[config.mk]
export PLATFORM = sky130hd
export DESIGN_NAME = isr_aggregator
export DESIGN_NICKNAME = d
export VERILOG_FILES = /design/src/rtl/isr_agg_pkg.sv /design/src/rtl/isr_status_reg.sv /design/src/rtl/isr_pair_detect.sv /design/src/rtl/isr_aggregator.sv
export SDC_FILE = /design/constraint.sdc
export NUM_CORES = 1
export LEC_CHECK = 0
export ABC_AREA = 1
export BUFFER_PORTS_ARGS = -buffer_cell sky130_fd_sc_hd__buf_2
export CAP_MARGIN = 40
export CORE_MARGIN = 1.5
export CORE_UTILIZATION = 49
export DETAILED_ROUTE_END_ITERATION = 6
export PLACE_DENSITY = 0.85
export RECOVER_POWER = 25
export SETUP_SLACK_MARGIN = 0.5
export SYNTH_ARGS = -nofsm -noshare
export SYNTH_HDL_FRONTEND = slang
export SYNTH_SLANG_ARGS = --single-unit
export TNS_END_PERCENT = 100
[constraint.sdc]
create_clock -name clk -period 1.3 [get_ports clk]
set_input_delay 0.13 -clock clk [delete_from_list [all_inputs] [get_ports clk]]
set_output_delay 0.13 -clock clk [all_outputs]
set_load 0.005 [all_outputs]
[src/rtl/isr_agg_pkg.sv]
package isr_agg_pkg;
   typedef enum logic [1:0] {
      SEL_MAIN = 2'd0,
      SEL_MASK = 2'd1,
      SEL_EXT1 = 2'd2,
      SEL_EXT2 = 2'd3
   } isr_sel_e;
endpackage

[src/rtl/isr_status_reg.sv]
module isr_status_reg #(
   parameter int W = 16,
   parameter logic [W-1:0] W1C_MASK = '0,
   parameter logic [W-1:0] RO_MASK  = '0
) (
   input  logic         clk,
   input  logic         rst_n,
   input  logic         wr_hit,
   input  logic [W-1:0] wr_data,
   input  logic [W-1:0] evt,
   input  logic [W-1:0] force_clr,
   input  logic [W-1:0] force_set,
   output logic [W-1:0] q
);
   localparam logic [W-1:0] DIRECT = ~(W1C_MASK | RO_MASK);

   initial begin
      if ((W1C_MASK & RO_MASK) != '0)
         $error("isr_status_reg: a bit cannot be both write-clear and read-only");
   end

   logic [W-1:0] wr_val;
   logic [W-1:0] nxt;

   always_comb begin
      wr_val = q;
      if (wr_hit)
         wr_val = (wr_data & DIRECT) | (q & W1C_MASK & ~wr_data) | (q & RO_MASK);
      nxt = ((wr_val | (evt & ~RO_MASK)) & ~force_clr) | force_set;
   end

   always_ff @(posedge clk or negedge rst_n) begin
      if (!rst_n) q <= '0;
      else        q <= nxt;
   end
endmodule

[src/rtl/isr_pair_detect.sv]
module isr_pair_detect #(
   parameter int W = 16,
   parameter logic [W-1:0] LOW_MASK = '0,
   parameter bit EN_ACTIVE_HIGH = 1'b0
) (
   input  logic [W-1:0] src,
   output logic         hit
);
   initial begin
      if (LOW_MASK[W-1])
         $error("isr_pair_detect: top bit has no partner above it");
   end

   logic [W-1:0] h;

   for (genvar k = 0; k < W - 1; k++) begin : g_pair
      if (!LOW_MASK[k]) begin : g_off
         assign h[k] = 1'b0;
      end else if (EN_ACTIVE_HIGH) begin : g_en
         assign h[k] = src[k+1] & src[k];
      end else begin : g_msk
         assign h[k] = src[k+1] & ~src[k];
      end
   end
   assign h[W-1] = 1'b0;

   assign hit = |h;
endmodule

[src/rtl/isr_aggregator.sv]
module isr_aggregator #(
   parameter int W = 16,
   parameter int SUM_BIT = 7,
   parameter logic [W-1:0] MAIN_SRC = 16'h5F00,
   parameter logic [W-1:0] E1_LOW   = 16'h0115,
   parameter logic [W-1:0] E1_W1C   = 16'h026A,
   parameter int E1_REQ_BIT  = 7,
   parameter int E1_DONE_BIT = 6,
   parameter logic [W-1:0] E2_LOW   = 16'h0500,
   parameter logic [W-1:0] E2_W1C   = 16'h0A90
) (
   input  logic         clk,
   input  logic         rst_n,
   input  logic         gie,
   input  logic         wr_en,
   input  logic [1:0]   wr_sel,
   input  logic [W-1:0] wr_data,
   input  logic [W-1:0] evt_main,
   input  logic [W-1:0] evt_ext1,
   input  logic [W-1:0] evt_ext2,
   output logic [W-1:0] rd_main,
   output logic [W-1:0] rd_mask,
   output logic [W-1:0] rd_ext1,
   output logic [W-1:0] rd_ext2,
   output logic         summary,
   output logic         irq_o
);
   import isr_agg_pkg::*;

   localparam logic [W-1:0] SUM_1H  = W'(1) << SUM_BIT;
   localparam logic [W-1:0] REQ_1H  = W'(1) << E1_REQ_BIT;
   localparam logic [W-1:0] DONE_1H = W'(1) << E1_DONE_BIT;

   initial begin
      if (SUM_BIT >= W || E1_REQ_BIT >= W || E1_DONE_BIT >= W)
         $error("isr_aggregator: bit index outside register width");
      if ((MAIN_SRC & SUM_1H) != '0)
         $error("isr_aggregator: summary bit cannot be a source");
   end

   logic [W-1:0] main_q, mask_q, e1_q, e2_q;
   logic [W-1:0] e1_fclr, e1_fset;
   logic         ureq;
   logic         main_hit, e1_hit, e2_hit;

   assign ureq    = gie & e1_q[E1_REQ_BIT];
   assign e1_fclr = ureq ? REQ_1H  : '0;
   assign e1_fset = ureq ? DONE_1H : '0;

   isr_status_reg #(.W(W), .W1C_MASK('0), .RO_MASK(SUM_1H)) u_main (
      .clk(clk), .rst_n(rst_n),
      .wr_hit(wr_en && (isr_sel_e'(wr_sel) == SEL_MAIN)),
      .wr_data(wr_data), .evt(evt_main),
      .force_clr('0), .force_set('0), .q(main_q));

   isr_status_reg #(.W(W), .W1C_MASK('0), .RO_MASK('0)) u_mask (
      .clk(clk), .rst_n(rst_n),
      .wr_hit(wr_en && (isr_sel_e'(wr_sel) == SEL_MASK)),
      .wr_data(wr_data), .evt('0),
      .force_clr('0), .force_set('0), .q(mask_q));

   isr_status_reg #(.W(W), .W1C_MASK(E1_W1C), .RO_MASK('0)) u_ext1 (
      .clk(clk), .rst_n(rst_n),
      .wr_hit(wr_en && (isr_sel_e'(wr_sel) == SEL_EXT1)),
      .wr_data(wr_data), .evt(evt_ext1),
      .force_clr(e1_fclr), .force_set(e1_fset), .q(e1_q));

   isr_status_reg #(.W(W), .W1C_MASK(E2_W1C), .RO_MASK('0)) u_ext2 (
      .clk(clk), .rst_n(rst_n),
      .wr_hit(wr_en && (isr_sel_e'(wr_sel) == SEL_EXT2)),
      .wr_data(wr_data), .evt(evt_ext2),
      .force_clr('0), .force_set('0), .q(e2_q));

   isr_pair_detect #(.W(W), .LOW_MASK(E1_LOW), .EN_ACTIVE_HIGH(1'b0)) u_pd1 (
      .src(e1_q), .hit(e1_hit));

   isr_pair_detect #(.W(W), .LOW_MASK(E2_LOW), .EN_ACTIVE_HIGH(1'b1)) u_pd2 (
      .src(e2_q), .hit(e2_hit));

   assign main_hit = |(main_q & ~mask_q & MAIN_SRC);
   assign summary  = main_hit | e1_hit | e2_hit;
   assign irq_o    = summary & gie;

   assign rd_main = (main_q & ~SUM_1H) | (SUM_1H & {W{summary}});
   assign rd_mask = mask_q;
   assign rd_ext1 = e1_q;
   assign rd_ext2 = e2_q;
endmodule

# After elaboration in Yosys (flattened, before gate mapping)
# Index checks and enable logic that the tools add are counted.
word_totals:
  out_inout_bits: 66
  word_cells: 49
  register_bits: 64
  in_bits: 70
classes:
  mux: 5
  n_reduce_logical: 8
  n_bitwise: 29
  n_eq_ne: 3
ops:
  columns: ["cell", "count"]
  rows:
  - ["OR 16 bit", 5]
  - ["2-to-1 mux 16 bit", 3]
  - ["OR 16 x 8 -> 16 bit", 2]
  - ["bitwise AND 10 x 16 -> 16 bit", 1]
  - ["bitwise AND 12 x 16 -> 16 bit", 1]
  - ["bitwise AND 16 bit", 1]
  - ["inverter 16 bit", 1]
  - ["inverter 8 -> 16 bit", 1]
  - ["OR 16 x 7 -> 16 bit", 1]
  - ["bitwise AND 15 bit", 1]
  - ["inverter 15 bit", 1]
  - ["bitwise AND 1 bit", 8]
  - ["2-to-1 mux 8 bit", 1]
  - ["2-to-1 mux 7 bit", 1]
  - ["OR reduction 6 bit", 1]
  - ["== test 2 bit (second input constant)", 2]
  - ["logical AND 1 bit", 4]
  - ["inverter 1 bit", 4]
  - ["OR reduction 4 bit", 1]
  - ["== test 2 x 1 -> 1 bit (second input constant)", 1]
  - ["zero test 2 bit", 1]
  - ["OR 1 bit", 2]
  - ["OR reduction 2 bit", 1]

# Depth between registers and ports, before layout
depth:
  word_depth: 7
  ltp_mapped: 7
  mapped_depth_nobuf: 7

# Modules after synthesis
# A second synthesis with hierarchy kept.
unflattened:
  cells_unflattened: 634
  hier_area_um2: 4102.7
modules_own_cells:
  columns: ["mod", "cells_per_inst", "instances", "area_each_um2", "seq_area_each_um2"]
  rows:
  - ["isr_status_reg (u_mask)", 148, 1, 1037.2, 400.4]
  - ["isr_status_reg (u_main)", 142, 1, 1007.2, 400.4]
  - ["isr_status_reg (u_ext2)", 148, 1, 937.1, 400.4]
  - ["isr_status_reg (u_ext1)", 148, 1, 928.4, 400.4]
  - ["isr_aggregator", 32, 1, 132.6, 0.0]
  - ["isr_pair_detect (u_pd1)", 13, 1, 48.8, 0.0]
  - ["isr_pair_detect (u_pd2)", 3, 1, 11.3, 0.0]

# Worst setup path before layout
# OpenSTA, ideal clock, no wires.
synth_path:
  kind: "register to output"
  start: "reg u_ext2.q[8]"
  end: "out rd_main[7]"
  stages_incl_launch_ff: 6
  path_slack_ps: 311
  arrival_ps: 859
  path_cell_list: "dfrtp_1 -> nand2_1 -> nand2_1 -> nor2_1 -> nand3_1 -> buf_4"
synth_via:
  elab_chain_cells: 4
synth_rtl:
  columns: ["item", "line", "rtl"]
  rows:
  - ["start, declared", "isr_status_reg.sv:13", "output logic [W-1:0] q"]
  - ["start signal, assigned", "isr_status_reg.sv:34", "else q <= nxt;"]
  - ["bitwise AND 1 bit", "isr_pair_detect.sv:20", "assign h[k] = src[k+1] & src[k];"]
  - ["OR reduction 2 bit", "isr_pair_detect.sv:27", "assign hit = |h;"]
  - ["OR 1 bit", "isr_aggregator.sv:81", "assign summary = main_hit | e1_hit | e2_hit;"]
  - ["via summary", "isr_aggregator.sv:25", "output logic summary,"]
  - ["OR 16 x 8 -> 16 bit", "isr_aggregator.sv:84", "assign rd_main = (main_q & ~SUM_1H) | (SUM_1H & {W{summary}});"]
  - ["end, declared", "isr_aggregator.sv:21", "output logic [W-1:0] rd_main,"]
# The timed path passes the listed nets, and every way through them passes these cells.

# Worst setup path in the final report
layout_path:
  start: "reg u_main.q[8]"
  end: "out irq_o"
layout_via:
  elab_chain_cells: 5
layout_rtl:
  columns: ["item", "line", "rtl"]
  rows:
  - ["start, declared", "isr_status_reg.sv:13", null]
  - ["start signal, assigned", "isr_status_reg.sv:34", null]
  - ["bitwise AND 15 bit", "isr_aggregator.sv:80", "assign main_hit = |(main_q & ~mask_q & MAIN_SRC);"]
  - ["OR reduction 6 bit", "isr_aggregator.sv:80", null]
  - ["OR 1 bit (2 in series)", "isr_aggregator.sv:81", null]
  - ["bitwise AND 1 bit", "isr_aggregator.sv:82", "assign irq_o = summary & gie;"]
  - ["end, declared", "isr_aggregator.sv:26", "output logic irq_o"]
# Every way passes these cells.

==> summary.txt <==
Outcome
  • Status: complete, but fails checks
  • Failing checks: setup timing

CTS
  • Buffer depth of the longest clock path: 2
  • TritonCTS clock tree: built
  • Clk root buf: clkbuf_8
  • CTS sink cnt: 63
  • H-tree depth: 3
  • Clock transition at path regs: 0.07 ns
  • Clock latency on the worst-skew pair: 0.33 ns
  • Num CTS Buffers: 9

Final layout
  • Area Growth Syn to Fin: 69.1%
  • Seq. cell area: between 1500 and 2000 µm²
  • Fill count: roughly 260
  • ANT cells: 0
  • Final core utilization: 87.0%
  • Multi-input logic area: approximately 1000 µm²
  • Share of cells above drive strength 1: 43.1%
  • Nets: 593
  • Final Non-Filler Cells: 597

Power and ir drop
  • Maximum VDD drop: between 800 and 900 µV
  • Psw: 0.00136 W
  • Sequential share of power: 44.5%
  • Part of the power in combinational logic: 21.0%
  • Leakage: 2.31 nW
  • Int Pwr: 0.00361 W
  • Switch share: 27.4%
  • Power Density: ~1100 nW/µm²
  • Clock power frac: 34.5%

Worst setup path
  • Worst reg2reg path endpoint: u_mask.q[9]
  • Critical R2R Launch: u_mask.q[9]
  • Critical path's most frequent cell: nand2_2
  • CP arrival: around 1.5 ns
  • Critical path type: flip-flop to output pin
  • Crit path capture: irq_o
  • Slowest-stage cell, CP: dfrtp_1
  • R2R cell count: 4
  • Worst path cell trace: nand2_2 -> nand2_2 -> nor2_1 -> nand3_2 -> nand2_1 -> inv_1 -> buf_2
  • CP Capture Type: output pin
  • Flop2flop setup slack: 0.37 ns
  • Max FO, Critical Path: 3
  • CP Data Required Time: around 1.2 ns
  • Slowest stage delay, CP: 0.43 ns
  • Crit path from: u_main.q[8]
  • Startpoint types: flip-flop

STA
  • Final hold vios: 0
  • Setup WS post-layout: -0.287 ns
  • Max Slew Vio Count: 0
  • Slew margin rel.: 46.4%
  • Fmax: 0.630 GHz
  • Final min period: 1.59 ns
  • RSZ-0062 raised after global routing: yes
  • Worst Clk Skew: 0.00416 ns
  • Final setup vio count: 3
  • Worst Tran Pin Value: 0.804 ns
  • Fin Hold WS: 0.0156 ns
  • Final Cycle Share: 122%

Global routing
  • All-layer global routing usage: around 32%
  • GR Overflow Total: 0
  • GRT met1 Usage: a little over a third
  • Routing usage on met2: 57.4%
  • Most used routing layer: met2
  • First-pass GRT wire length: 14,400 µm
  • Largest net degree at the start of global routing: 64
  • Antenna violations before repair: 0
  • Number of global-route vias before repair: around 3,000
  • GR Util met3: 7.38%

Placed design
  • Port Buf Inserts: roughly 130
  • Placed Cells: 508
  • Post-DP HPWL: 5410 µm
  • Final Wtd Congestion: 0.840

Logic synthesis
  • Synth cell types: 14
  • Post-synthesis sequential area ratio: 59.3%
  • Number of synthesized register bits: 63
  • Ys async rst share: 100%
  • EDFF count, synth: 0
  • Ranking of synthesized cells by area: dfrtp_1 (59%), nand2_1 (17%), nand3b_1 (7.1%)
  • Post-synthesis net count: 374
  • Count leader, synth: nand2_1
  • Synth top area share: about three fifths
  • Synth area leader: dfrtp_1
  • Synth top cells by count: nand2_1 (119), dfrtp_1 (63), inv_1 (33), nand3b_1 (25), a21oi_1 (18)
  • Syn Std Cell Area: 2660 µm²
  • Main flop type after synthesis: dfrtp_1
  • Syn. warnings: 0
  • Cells after synthesis: about 300
  • Avg Inst Size Synth: 8.75 µm²

Route
  • Vias per inst: 5.51
  • DR iter-0 viols: about 360
  • WL final: 10,900 µm
  • Drt first pass iters: 6
  • Drc violations: 0
  • Wire per inst: 18.3 µm
  • Routed vias: 3,292
  • Remaining antenna violation count: 0

Die
  • Chip width: 76.7 µm
  • Cell row count: 26
  • Initial Util: 51.4%
  • Placeable Area: 5170 µm²
  • DIE AREA: 5880 µm²
  • Top Ports: around 140
  • Die Y: between 70 and 80 µm

Worst hold path
  • Hold Path Class: input port to flip-flop

Run
  • Max-cap check violation count: 0
[routing by layer]
| metal | wire length, µm | part of all wire, % |
|---|---|---|
| met5 | 0 | 0 |
| met4 | 609 | 5.6 |
| met3 | 1040 | 9.5 |
| met2 | 5460 | 50 |
| met1 | 3820 | 35 |
[how the worst min path moves through the flow]
stage / slack (ns) / cells past startpoint / to / start
6_report: 0.02 / 2 / u_ext1.q[12] / evt_ext1[12]
5_1_grt: 0.001 / 2 / u_main.q[11] / evt_main[11]
4_1_cts: 0.0004 / 2 / u_main.q[11] / evt_main[11]
3_5_place_dp: 0.17 / 2 / u_main.q[9] / rst_n
3_3_place_gp: 0.17 / 2 / u_mask.q[8] / rst_n
2_1_floorplan: -0.17 / 0 / u_ext1.q[0] / rst_n
[metrics by stage]
stage / power (W) / setup TNS, ns / worst slack [ns] / cell area [µm²]
3_5_place_dp: 0.00291 / 0 / 0.120 / 3450
2_1_floorplan: 0.00251 / 0 / 0.317 / 2660
4_1_cts: 0.00476 / -0.369 / -0.168 / 4220
6_report: 0.00497 / -0.706 / -0.287 / 4500
5_1_grt: 0.00516 / -0.777 / -0.333 / 4500
3_3_place_gp: 0.00288 / 0 / 0.148 / 3450
[final cells by class]
cell class,instances,area share (%)
flip-flops and latches,63,35.0
multi-input cells,194,22.0
well taps,70,1.95
repair buffers,218,33.5
clock inverters,4,1.00
inverters,37,3.20
clock buffers,11,3.36
[power by group through the flow]
stage	logic (W)	clock network (W)	registers, W
after floorplan	0.000264	0	0.00224
after global placement	0.000661	0	0.00222
after detailed placement	0.000684	0	0.00223
after CTS	0.000863	0.00170	0.00219
after global routing	0.00113	0.00181	0.00222
final	0.00105	0.00171	0.00221
[sequential cells by signal (all words and copies together) (netlist names)]
register  cells
u_main.q     15
u_ext1.q     16
u_mask.q     16
u_ext2.q     16
[cell usage in the layout (no fill, tap or decap)]
| master | Yosys | routed |
|---|---|---|
| o21ai_1 | 12 | 5 |
| o21ai_0 | 8 | 12 |
| inv_2 | 4 | 3 |
| clkbuf_1 | 1 | 1 |
| nor2_2 | 0 | 2 |
| buf_6 | 0 | 25 |
| inv_1 | 33 | 31 |
| nand2_4 | 0 | 2 |
| nand3_1 | 2 | 2 |
| clkbuf_2 | 0 | 1 |
| clkbuf_8 | 0 | 11 |
| a21oi_2 | 0 | 5 |
| bufinv_16 | 0 | 1 |
| buf_4 | 2 | 22 |
| nand2_2 | 0 | 16 |
| nand2_1 | 119 | 101 |
| a21oi_1 | 18 | 13 |
| dfrtp_1 | 63 | 63 |
| clkinv_2 | 0 | 3 |
| dlygate4sd3_1 | 0 | 41 |
| clkinv_1 | 0 | 1 |
| nor2_1 | 7 | 5 |
| nand3b_1 | 25 | 25 |
| inv_4 | 0 | 2 |
| o21ai_2 | 0 | 3 |
| buf_2 | 7 | 128 |
| nand3_4 | 0 | 1 |
| nand3_2 | 3 | 2 |
[cells by family after synthesis]
kind of cell | count (synthesis) | share of synthesized area, %
buf+inv | 47 | 7.24
compound gates | 38 | 7.15
simple gates | 156 | 26.3
flops | 63 | 59.3
[worst max-delay path: cells and delay by family, from the launching register on]
family / cells / cell delay (ns)
flops: 1 / 0.43
simple gates: 5 / 0.54
buf+inv: 2 / 0.14
[what timing repair did]
item                                    4_1_cts  5_1_grt
pin swaps                                     8       14
gates resized for setup                       8       58
endpoints found under the setup margin       67      100
hold buffers                                 41        0
setup buffers                                17       16
hold endpoints to repair                    103        0
Power figures use the tool's default switching activity.
